## config.mk

```make
export PLATFORM = sky130hd
export DESIGN_NAME = alu8_flags
export DESIGN_NICKNAME = d
export VERILOG_FILES = /design/src/rtl/alu8_pkg.sv /design/src/rtl/alu8_adder.sv /design/src/rtl/alu8_arith.sv /design/src/rtl/alu8_rotate.sv /design/src/rtl/alu8_daa.sv /design/src/rtl/alu8_flags.sv
export SDC_FILE = /design/constraint.sdc
export NUM_CORES = 1
export LEC_CHECK = 0
export ABC_AREA = 1
export BUFFER_PORTS_ARGS = -buffer_cell sky130_fd_sc_hd__buf_4
export CAP_MARGIN = 0
export CORE_ASPECT_RATIO = 1.25
export CORE_MARGIN = 5
export CORE_UTILIZATION = 25
export DETAILED_ROUTE_END_ITERATION = 7
export GPL_TIMING_DRIVEN = 0
export PLACE_DENSITY = 0.52
export SYNTH_ARGS = -nofsm -noshare
export SYNTH_HDL_FRONTEND = slang
export SYNTH_SLANG_ARGS = --single-unit
```

## constraint.sdc

```tcl
create_clock -name clk -period 7.9 [get_ports clk]
set_input_delay 2.37 -clock clk [delete_from_list [all_inputs] [get_ports clk]]
set_output_delay 2.37 -clock clk [all_outputs]
set_load 0.02 [all_outputs]
```

## src/rtl/alu8_pkg.sv

```systemverilog
package alu8_pkg;
  localparam int OPC_W = 4;
  localparam int FLAG_W = 8;

  typedef enum logic [OPC_W-1:0] {
    OP_ADD = 4'd0,  OP_ADC = 4'd1,  OP_SUB = 4'd2,  OP_SBB = 4'd3,
    OP_CMP = 4'd4,  OP_AND = 4'd5,  OP_OR  = 4'd6,  OP_XOR = 4'd7,
    OP_CMA = 4'd8,  OP_RLC = 4'd9,  OP_RRC = 4'd10, OP_RAL = 4'd11,
    OP_RAR = 4'd12, OP_STC = 4'd13, OP_CMC = 4'd14, OP_DAA = 4'd15
  } alu_op_e;

  localparam int FB_CY  = 0;
  localparam int FB_ONE = 1;
  localparam int FB_P   = 2;
  localparam int FB_AC  = 4;
  localparam int FB_Z   = 6;
  localparam int FB_S   = 7;

  typedef struct packed {
    logic s;
    logic z;
    logic ac;
    logic p;
    logic cy;
  } flags_t;

  function automatic logic [FLAG_W-1:0] flag_byte(flags_t f);
    logic [FLAG_W-1:0] b;
    b         = '0;
    b[FB_ONE] = 1'b1;
    b[FB_S]   = f.s;
    b[FB_Z]   = f.z;
    b[FB_AC]  = f.ac;
    b[FB_P]   = f.p;
    b[FB_CY]  = f.cy;
    return b;
  endfunction
endpackage

```

## src/rtl/alu8_adder.sv

```systemverilog
module alu8_adder #(
  parameter int W = 8
) (
  input  logic [W-1:0] a,
  input  logic [W-1:0] b,
  input  logic         cin,
  output logic [W-1:0] sum,
  output logic         c_half,
  output logic         c_out
);
  localparam int H = W / 2;
  localparam int U = W - H;

  logic [H:0] lo;
  logic [U:0] hi;

  assign lo     = {1'b0, a[H-1:0]} + {1'b0, b[H-1:0]} + {{H{1'b0}}, cin};
  assign hi     = {1'b0, a[W-1:H]} + {1'b0, b[W-1:H]} + {{U{1'b0}}, lo[H]};
  assign sum    = {hi[U-1:0], lo[H-1:0]};
  assign c_half = lo[H];
  assign c_out  = hi[U];
endmodule

```

## src/rtl/alu8_arith.sv

```systemverilog
module alu8_arith #(
  parameter int W = 8
) (
  input  logic [W-1:0] a,
  input  logic [W-1:0] b,
  input  logic         sub,
  input  logic         use_cy,
  input  logic         cy_in,
  output logic [W-1:0] sum,
  output logic         ac,
  output logic         cy
);
  logic [W-1:0] b_eff;
  logic         cin;
  logic         c_half;
  logic         c_out;

  assign b_eff = sub ? ~b : b;
  assign cin   = sub ? ~(use_cy & cy_in) : (use_cy & cy_in);

  alu8_adder #(.W(W)) add_i (
    .a(a), .b(b_eff), .cin(cin),
    .sum(sum), .c_half(c_half), .c_out(c_out)
  );

  assign ac = c_half;
  assign cy = sub ? ~c_out : c_out;
endmodule

```

## src/rtl/alu8_rotate.sv

```systemverilog
module alu8_rotate #(
  parameter int W = 8
) (
  input  logic [W-1:0] a,
  input  logic         cy_in,
  input  logic         dir_right,
  input  logic         thru,
  output logic [W-1:0] res,
  output logic         cy_out
);
  logic fill;

  always_comb begin
    if (dir_right) begin
      cy_out = a[0];
      fill   = thru ? cy_in : a[0];
      res    = {fill, a[W-1:1]};
    end else begin
      cy_out = a[W-1];
      fill   = thru ? cy_in : a[W-1];
      res    = {a[W-2:0], fill};
    end
  end
endmodule

```

## src/rtl/alu8_daa.sv

```systemverilog
module alu8_daa #(
  parameter int W = 8
) (
  input  logic [W-1:0] a,
  input  logic         ac_in,
  input  logic         cy_in,
  output logic [W-1:0] res,
  output logic         ac_out,
  output logic         cy_out
);
  localparam int H = W / 2;
  localparam logic [W-1:0] LO_FIX = W'(6);
  localparam logic [W-1:0] HI_FIX = W'(6) << H;

  logic         lo_need;
  logic         hi_need;
  logic [W-1:0] step1;
  logic         c_half1;
  logic         c_out1;
  logic [W:0]   step2;

  assign lo_need = (a[H-1:0] > H'(9)) | ac_in;

  alu8_adder #(.W(W)) lo_i (
    .a(a), .b(lo_need ? LO_FIX : '0), .cin(1'b0),
    .sum(step1), .c_half(c_half1), .c_out(c_out1)
  );

  assign hi_need = (step1[W-1:H] > (W-H)'(9)) | cy_in | c_out1;
  assign step2   = {1'b0, step1} + {1'b0, (hi_need ? HI_FIX : '0)};

  assign res    = step2[W-1:0];
  assign ac_out = c_half1;
  assign cy_out = cy_in | c_out1 | step2[W];
endmodule

```

## src/rtl/alu8_flags.sv

```systemverilog
module alu8_flags
  import alu8_pkg::*;
#(
  parameter int DATA_W = 8
) (
  input  logic              clk,
  input  logic              rst,
  input  logic              op_en,
  input  logic [OPC_W-1:0]  op_code,
  input  logic [DATA_W-1:0] acc_in,
  input  logic [DATA_W-1:0] opnd_in,
  output logic [DATA_W-1:0] res_out,
  output logic              res_we,
  output logic [FLAG_W-1:0] flags_out
);
  alu_op_e op;
  flags_t  flags_q;
  flags_t  flags_d;

  logic [DATA_W-1:0] ar_sum;
  logic              ar_ac;
  logic              ar_cy;
  logic [DATA_W-1:0] rot_res;
  logic              rot_cy;
  logic [DATA_W-1:0] daa_res;
  logic              daa_ac;
  logic              daa_cy;

  logic [DATA_W-1:0] nres;
  logic              nwe;
  logic              upd_szp;
  logic [DATA_W-1:0] res_q;
  logic              we_q;

  assign op = alu_op_e'(op_code);

  alu8_arith #(.W(DATA_W)) arith_i (
    .a(acc_in), .b(opnd_in),
    .sub(op == OP_SUB || op == OP_SBB || op == OP_CMP),
    .use_cy(op == OP_ADC || op == OP_SBB),
    .cy_in(flags_q.cy),
    .sum(ar_sum), .ac(ar_ac), .cy(ar_cy)
  );

  alu8_rotate #(.W(DATA_W)) rot_i (
    .a(acc_in), .cy_in(flags_q.cy),
    .dir_right(op == OP_RRC || op == OP_RAR),
    .thru(op == OP_RAL || op == OP_RAR),
    .res(rot_res), .cy_out(rot_cy)
  );

  alu8_daa #(.W(DATA_W)) daa_i (
    .a(acc_in), .ac_in(flags_q.ac), .cy_in(flags_q.cy),
    .res(daa_res), .ac_out(daa_ac), .cy_out(daa_cy)
  );

  always_comb begin
    flags_d = flags_q;
    nres    = acc_in;
    nwe     = 1'b0;
    upd_szp = 1'b0;
    unique case (op)
      OP_ADD, OP_ADC, OP_SUB, OP_SBB, OP_CMP: begin
        nres       = ar_sum;
        nwe        = (op != OP_CMP);
        flags_d.ac = ar_ac;
        flags_d.cy = ar_cy;
        upd_szp    = 1'b1;
      end
      OP_AND: begin
        nres       = acc_in & opnd_in;
        nwe        = 1'b1;
        flags_d.ac = 1'b1;
        flags_d.cy = 1'b0;
        upd_szp    = 1'b1;
      end
      OP_OR, OP_XOR: begin
        nres       = (op == OP_OR) ? (acc_in | opnd_in) : (acc_in ^ opnd_in);
        nwe        = 1'b1;
        flags_d.ac = 1'b0;
        flags_d.cy = 1'b0;
        upd_szp    = 1'b1;
      end
      OP_CMA: begin
        nres = ~acc_in;
        nwe  = 1'b1;
      end
      OP_RLC, OP_RRC, OP_RAL, OP_RAR: begin
        nres       = rot_res;
        nwe        = 1'b1;
        flags_d.cy = rot_cy;
      end
      OP_STC: flags_d.cy = 1'b1;
      OP_CMC: flags_d.cy = ~flags_q.cy;
      OP_DAA: begin
        nres       = daa_res;
        nwe        = 1'b1;
        flags_d.ac = daa_ac;
        flags_d.cy = daa_cy;
        upd_szp    = 1'b1;
      end
      default: ;
    endcase
    if (upd_szp) begin
      flags_d.s = nres[DATA_W-1];
      flags_d.z = (nres == '0);
      flags_d.p = ~^nres;
    end
  end

  always_ff @(posedge clk) begin
    if (rst) begin
      res_q   <= '0;
      we_q    <= 1'b0;
      flags_q <= '0;
    end else begin
      we_q <= op_en & nwe;
      if (op_en) begin
        flags_q <= flags_d;
        if (nwe) res_q <= nres;
      end
    end
  end

  assign res_out   = res_q;
  assign res_we    = we_q;
  assign flags_out = flag_byte(flags_q);
endmodule

```

==> metrics.txt, run 1 <==
GR Overflow Total 0; Synth Instances 349; Final period util 0.8407; antenna violations before repair 0; Leak 1.432 nW; total iterations of the first detailed-routing run 5; Routability Congestion 0.8152; clock sinks 14; most frequent cell on the critical path fa_1; Detailed Route Iter0 Violations 174; commonest non-fill, non-tap cells in the layout 92 x nand2_1, 43 x buf_4, 39 x inv_1; WP data arrival between 6000 and 7000 ps; Worst R2R Path Depth 18; register area share after synthesis 0.1226; CTS root buf clkbuf_16; Area after DPL about 2700 sq um; critical-path cell list buf_4 > inv_1 > nand2_1 > o21ai_2 > buf_6 > xnor2_1 > inv_1 > fa_1 > fa_1 > a21oi_1 > o21bai_1 > fa_1 > fa_1 > or2_2 > a31oi_1 > nand3_1 > nand2_1 > ha_1 > xnor2_1 > xnor2_1 > a21oi_1; Crit Path Category in2reg; Core Area 9027 sq um; H-tree Lvls 1; slowest stage cell, crit path fa_1; final instance area 2789 sq um; FF-to-FF Start flags_out[0]; leading cell type in the layout, fill and taps excluded nand2_1; Worst-path clk slew about 40 ps; vias in the first global route 2232; Die Height 116.9 um; routed len/inst 13.14 um; final hold violations 0; FMAX approximately 150 MHz; hold buffer count at cts 0; via count about 2.3k; pin count of the biggest net entering global routing 11; Post-route DRC 0; Routed WL 6727 um; main combinational cell family by area after synthesis simple AND/OR/NAND/NOR gates; crit path launch op_code[3]; Port Buffer Count 36; Worst Path Required 8020 ps; hold crit path type reg2reg; DP HPWL 5485 um; Max Cap Viol 0; Max Clock Skew between 2 and 2.5 ps; Vias/cell ~4.5; die width 95.53 um; Hold WS 514.2 ps; xor/xnor share of the synthesized area 0.04981; yosys warns 0; CP Launch Type input pin; post-route ant nets 0; Syn Area/Cell 6.550 sq um; post-synthesis mux area share 0; final setup vio count 0; I/O pin cnt 40; Gates resized, CTS repair 0; crit path to flags_out[2]; maximum vdd drop roughly 58 uV; Power Density 127.5 nW/um^2; element type at the critical path end flip-flop; clk buf depth 2; setup_tns 0 ps; Die ar. 11170 sq um; Final Power 355.7 uW; post-route minimum period ~6600 ps; final slew viol count 0; status finished, final reports clean; FF-to-FF End flags_out[2]; first-pass GRT wire length 10860 um; Initial Util 0.2532; Inserted Diodes 0; Synth Register Bits 14; Post CTS Setup Buffer Count 0; clock latency on the worst-skew pair approximately 240 ps; adder-cell share of the synthesized area 0.2277; Core Rows 39; synthesized area between 2000 and 2500 sq um; nets 452; post-synth cell types 32; complex-gate fraction of the synthesized area 0.1686; RSZ-0062 raised after global routing false; All-Layer GR Usage 0.1240; CTS tree yes; Area Growth Syn to Fin 22.00%; R2R setup slack 3440 ps; Inserted Clock Buffers 3; share of post-route cells with drive strength above 1 0.1928; CP peak stage delay around 450 ps; simple-gate share of the synthesized area 0.3164; Crit Path Max Fanout 10
==> stage by stage <==
stage	utilization	setup WS (ps)	std cells
after floorplan	-	1704	350
after global placement	0.3006	1019	509
after detailed placement	0.3006	1013	509
after CTS	0.3089	1251	512
after global routing	0.3089	926.2	512
final	0.3089	1259	512
==> layer usage <==
metal / vias to the layer above / share of wire / global-route usage
li1: 1221 / - / -
met1: 1050 / 0.46 / 0.1578
met2: 50 / 0.49 / 0.2263
met3: 4 / 0.043 / 0.009591
met4: 0 / 0.0058 / 0.02751
met5: - / 0 / 0
==> worst min-delay path by stage <==
stage,slack (ps),to,from,depth (start not counted)
floorplan,460,flags_out[0],flags_out[0],2
CTS,520,flags_out[0],flags_out[0],2
global placement,500,flags_out[0],flags_out[0],2
finish,510,flags_out[0],flags_out[0],2
global route,540,flags_out[0],flags_out[0],2
detailed placement,500,flags_out[0],flags_out[0],2
==> state kept, by name, summed over array words and instances, names as in the netlist <==
| register | flops |
|---|---|
| flags_out | 5 |
| res_out | 8 |
| res_we | 1 |
==> where the power goes <==
group          switching, mW  total [mW]  internal, mW
clock                 0.0263      0.0923        0.0660
combinational          0.107       0.182        0.0754
sequential           0.00368      0.0814        0.0777
==> cells by family (layout without fill, tap and decap cells) <==
family,after synthesis,in the layout
DFF,14,14
AOI/OAI and AO/OA,64,64
other,2,3
adders and majority gates,38,38
xor gates and xnor gates,13,13
and+or+nand+nor,163,163
buffers and inverters,55,94
==> worst max-delay path, delay by kind of cell <==
family / cells / cell delay [ps]
adder cells (fa/ha/maj): 5 / 1950
buffers and inverters: 4 / 520
AND/OR/NAND/NOR: 4 / 710
AO/OA/AOI/OAI: 5 / 750
XOR/XNOR: 3 / 450
==> layout make-up <==
type	count	area, sq um
Fill cell	1025	6238
Multi-Input combinational cell	281	1754
Sequential cell	14	280.3
Timing Repair Buffer	36	270.3
Inverter	45	168.9
Tap cell	123	153.9
Buffer	10	86.33
Clock buffer	3	75.07
==> Yosys cell counts, drive strengths merged <==
master	n	share of area
nand2	98	0.17
inv	45	0.074
ha	32	0.18
nor2	28	0.056
nand3	23	0.053
o21ai	23	0.054
a21oi	22	0.051
dfxtp	14	0.12
o211ai	14	0.046
buf	10	0.038
xor2	10	0.038
fa	6	0.053
nand4	6	0.016
or2	3	0.0082
xnor2	3	0.011
a31oi	2	0.0055
conb	2	0.0033
nand3b	2	0.0066
nor3	2	0.0044
a211oi	1	0.0055
a21boi	1	0.0033
and3	1	0.0027
o21bai	1	0.0033
(Power assumes the default switching activity.)
==> inputs of run 2 (changes only) <==
--- a/config.mk
+++ b/config.mk
@@ -5,7 +5,7 @@
 export SDC_FILE = /design/constraint.sdc
 export NUM_CORES = 1
 export LEC_CHECK = 0
-export ABC_AREA = 1
+export ABC_AREA = 0
 export BUFFER_PORTS_ARGS = -buffer_cell sky130_fd_sc_hd__buf_4
 export CAP_MARGIN = 0
 export CORE_ASPECT_RATIO = 1.25
==> constraint.sdc (replaced) <==
create_clock -name clk -period 6.5 [get_ports clk]
set_input_delay 1.95 -clock clk [delete_from_list [all_inputs] [get_ports clk]]
set_output_delay 1.95 -clock clk [all_outputs]
set_load 0.02 [all_outputs]
==> metrics.txt, run 2 <==
status finished, final reports clean (unchanged); Post-route DRC 0 (unchanged); DP Cell Count 488 (was 509); yosys warns 0 (unchanged); first-pass GRT wire length 13480 um (was 10860 um); CP peak stage delay 430 ps (was 450 ps); FF-to-FF Start flags_out[4] (was flags_out[0]); share of post-route cells with drive strength above 1 0.2164 (was 0.1928); slowest stage cell, crit path fa_1 (unchanged); RSZ-0062 raised after global routing false (unchanged); All-Layer GR Usage 0.1370 (was 0.1240); post-route ant nets 0 (unchanged); maximum vdd drop 73.48 uV (was 58.21 uV); hold buffer count at cts 0 (unchanged); Port Buffer Count 35 (was 36); Max Clock Skew 1.072 ps (was 2.028 ps); via count 2586 (was 2325); Final Power 499.9 uW (was 355.7 uW); max reg flops 8 (unchanged); final setup vio count 0 (unchanged); register area share after synthesis 0.1114 (was 0.1226); Die Height 122.1 um (was 116.9 um); dpl ws -680.1 ps (was 1013 ps); clock latency on the worst-skew pair 240 ps (about the same); synthesized area 2515 sq um (was 2286 sq um); Area Growth Syn to Fin 22.99% (was 22.00%); FMAX 161.6 MHz; setup_tns 0 ps (unchanged); Vias/cell 5.235 (was 4.541); Inserted Diodes 0 (unchanged); leading cell type in the layout, fill and taps excluded buf_4 (was nand2_1); post-synth cell types 60 (was 32); FF-to-FF End flags_out[2] (unchanged); post-route minimum period 6187 ps; fin util 0.3108 (was 0.3089); Area contributors post-synth ha_1 16%, dfxtp_1 11%, xnor2_1 6.6% (was ha_1 18%, nand2_1 15%, dfxtp_1 12%); Worst Setup Slack, final 312.6 ps (was 1259 ps); hold crit path type reg2reg (unchanged); Leak 1.359 nW (was 1.432 nW); Inserted Clock Buffers 3 (unchanged); WP data arrival 6300 ps (was 6760 ps); crit path launch op_code[3] (unchanged); Crit Path Max Fanout 10 (unchanged); Worst R2R Path Depth 23 (was 18); DP HPWL 6580 um (was 5485 um); Routability Congestion 0.9250 (was 0.8152); fraction of registers with async set or reset after synthesis 0 (unchanged); Synth Instances 323 (was 349); hold path start res_out[2] (was flags_out[0]); CTS tree yes (unchanged); commonest non-fill, non-tap cells in the layout 50 x buf_4, 32 x ha_1, 27 x nor2_1 (was 92 x nand2_1, 43 x buf_4, 39 x inv_1); I/O pin cnt 40 (unchanged); post-route insts no fill 494 (was 512); Syn Area/Cell 7.786 sq um (was 6.550 sq um); final slew viol count 0 (unchanged); R2R setup slack 2100 ps (was 3440 ps); Routed WL 8304 um (was 6727 um); EDFF count, synth 0 (unchanged); GR Overflow Total 0 (unchanged); die width 99.71 um (was 95.53 um); clk buf depth 2 (unchanged); Tightest Pin Transition roughly 910 ps; most numerous cell in the Yosys netlist ha_1 (was nand2_1); Slew HR 0.3769; Post-synth top flop dfxtp_1 (unchanged); Core Area 9952 sq um (was 9027 sq um); H-tree Lvls 1 (unchanged); cell taking the most area after synthesis ha_1 (unchanged); CTS root buf clkbuf_16 (unchanged); Detailed Route Iter0 Violations 192 (was 174); Core Rows 41 (was 39); element type at the critical path end flip-flop (unchanged); synth cell count leaders 32 x ha_1, 27 x nor2_1, 22 x a21oi_1 (was 92 x nand2_1, 39 x inv_1, 32 x ha_1); critical-path cell list buf_4 > buf_4 > buf_4 > buf_4 > a21oi_4 > xnor2_1 > fa_2 > fa_1 > a21o_1 > a21o_1 > fa_1 > fa_1 > xnor2_1 > nor3_1 > a211oi_2 > ha_1 > xnor2_1 > xnor2_1 > mux2i_1 > nor2_1 (was buf_4 > inv_1 > nand2_1 > o21ai_2 > buf_6 > xnor2_1 > inv_1 > fa_1 > fa_1 > a21oi_1 > o21bai_1 > fa_1 > fa_1 > or2_2 > a31oi_1 > nand3_1 > nand2_1 > ha_1 > xnor2_1 > xnor2_1 > a21oi_1); Worst Path Required 6610 ps (was 8020 ps); Die ar. 12180 sq um (was 11170 sq um); crit path to flags_out[2] (unchanged); clock sinks 14 (unchanged); Crit Path Category in2reg (unchanged); CP Launch Type input pin (unchanged); final hold violations 0 (unchanged); routed len/inst 16.81 um (was 13.14 um); Power Density 161.6 nW/um^2 (was 127.5 nW/um^2); vias in the first global route 2596 (was 2232); total iterations of the first detailed-routing run 5 (unchanged); Initial Util 0.2527 (was 0.2532); pin count of the biggest net entering global routing 12 (was 11); Max Cap Viol 0 (unchanged); antenna violations before repair 0 (unchanged); Synth Register Bits 14 (unchanged); area share of the largest cell type after synthesis 0.1592 (was 0.1752); Worst-path clk slew 40 ps (about the same); Final period util 0.9519; nets 427 (was 452)
[run 2: worst min-delay path by stage]
| stage | slack (ps) | to | cells past startpoint |
|---|---|---|---|
| 5_1_grt | 530 | res_out[1] | 2 |
| 4_1_cts | 500 | res_out[4] | 2 |
| 3_3_place_gp | 490 | flags_out[6] | 2 |
| 2_1_floorplan | 550 | flags_out[4] | 3 |
| 3_5_place_dp | 490 | flags_out[6] | 2 |
| 6_report | 500 | res_out[2] | 2 |
[run 2: where the power goes]
| part | switching [mW] | internal [mW] | leakage [nW] |
|---|---|---|---|
| clock | 0.0336 | 0.0930 | 0.0442 |
| sequential | 0.00541 | 0.0956 | 0.116 |
| combinational | 0.150 | 0.122 | 1.20 |
[run 2: per-stage QoR]
step	hold slack [ps]	instance area, sq um
detailed placement	487.0	2943
global route	530.5	3093
floorplan	550.1	2519
finish	497.7	3093
CTS	499.1	3044
global placement	487.9	2943
[run 2: area by class of cell]
class,count,area (sq um)
fillers,1111,6859
multi-input cells,261,2021
repair buffers,38,285.3
well taps,129,161.4
plain buffers,25,170.2
flip-flops and latches,14,280.3
inverters,23,86.33
clock buffers,4,88.84
[run 2: worst max-delay path, delay by kind of cell]
| family | cells | cell delay (ps) |
|---|---|---|
| adders and majority gates | 5 | 1980 |
| xor gates and xnor gates | 4 | 610 |
| and+or+nand+nor | 2 | 120 |
| AOI/OAI and AO/OA | 4 | 680 |
| muxes | 1 | 130 |
| buffers and inverters | 4 | 800 |
[run 2: kinds of logic (layout without fill, tap and decap cells)]
| family | Yosys count | count (layout) | synth area share |
|---|---|---|---|
| AO/OA/AOI/OAI | 109 | 109 | 0.3124 |
| XOR/XNOR | 22 | 22 | 0.07662 |
| adder cells (fa/ha/maj) | 38 | 38 | 0.2070 |
| buffers and inverters | 49 | 90 | 0.1010 |
| flip-flops | 14 | 14 | 0.1114 |
| multiplexers | 4 | 4 | 0.01592 |
| other | 2 | 3 | 0.002986 |
| AND/OR/NAND/NOR | 85 | 85 | 0.1726 |
[run 2: timing repair]
item,4_1_cts,5_1_grt
setup buffers,1,2
resized for setup,1,9
pin swaps,1,2
setup endpoints to repair,2,1
[run 2: layer usage]
layer,vias up,track usage,wire [um]
met5,-,0,0
met4,0,0.05038,165
met3,15,0.01775,520
met2,119,0.2408,4159
met1,1202,0.1691,3459
li1,1250,-,-
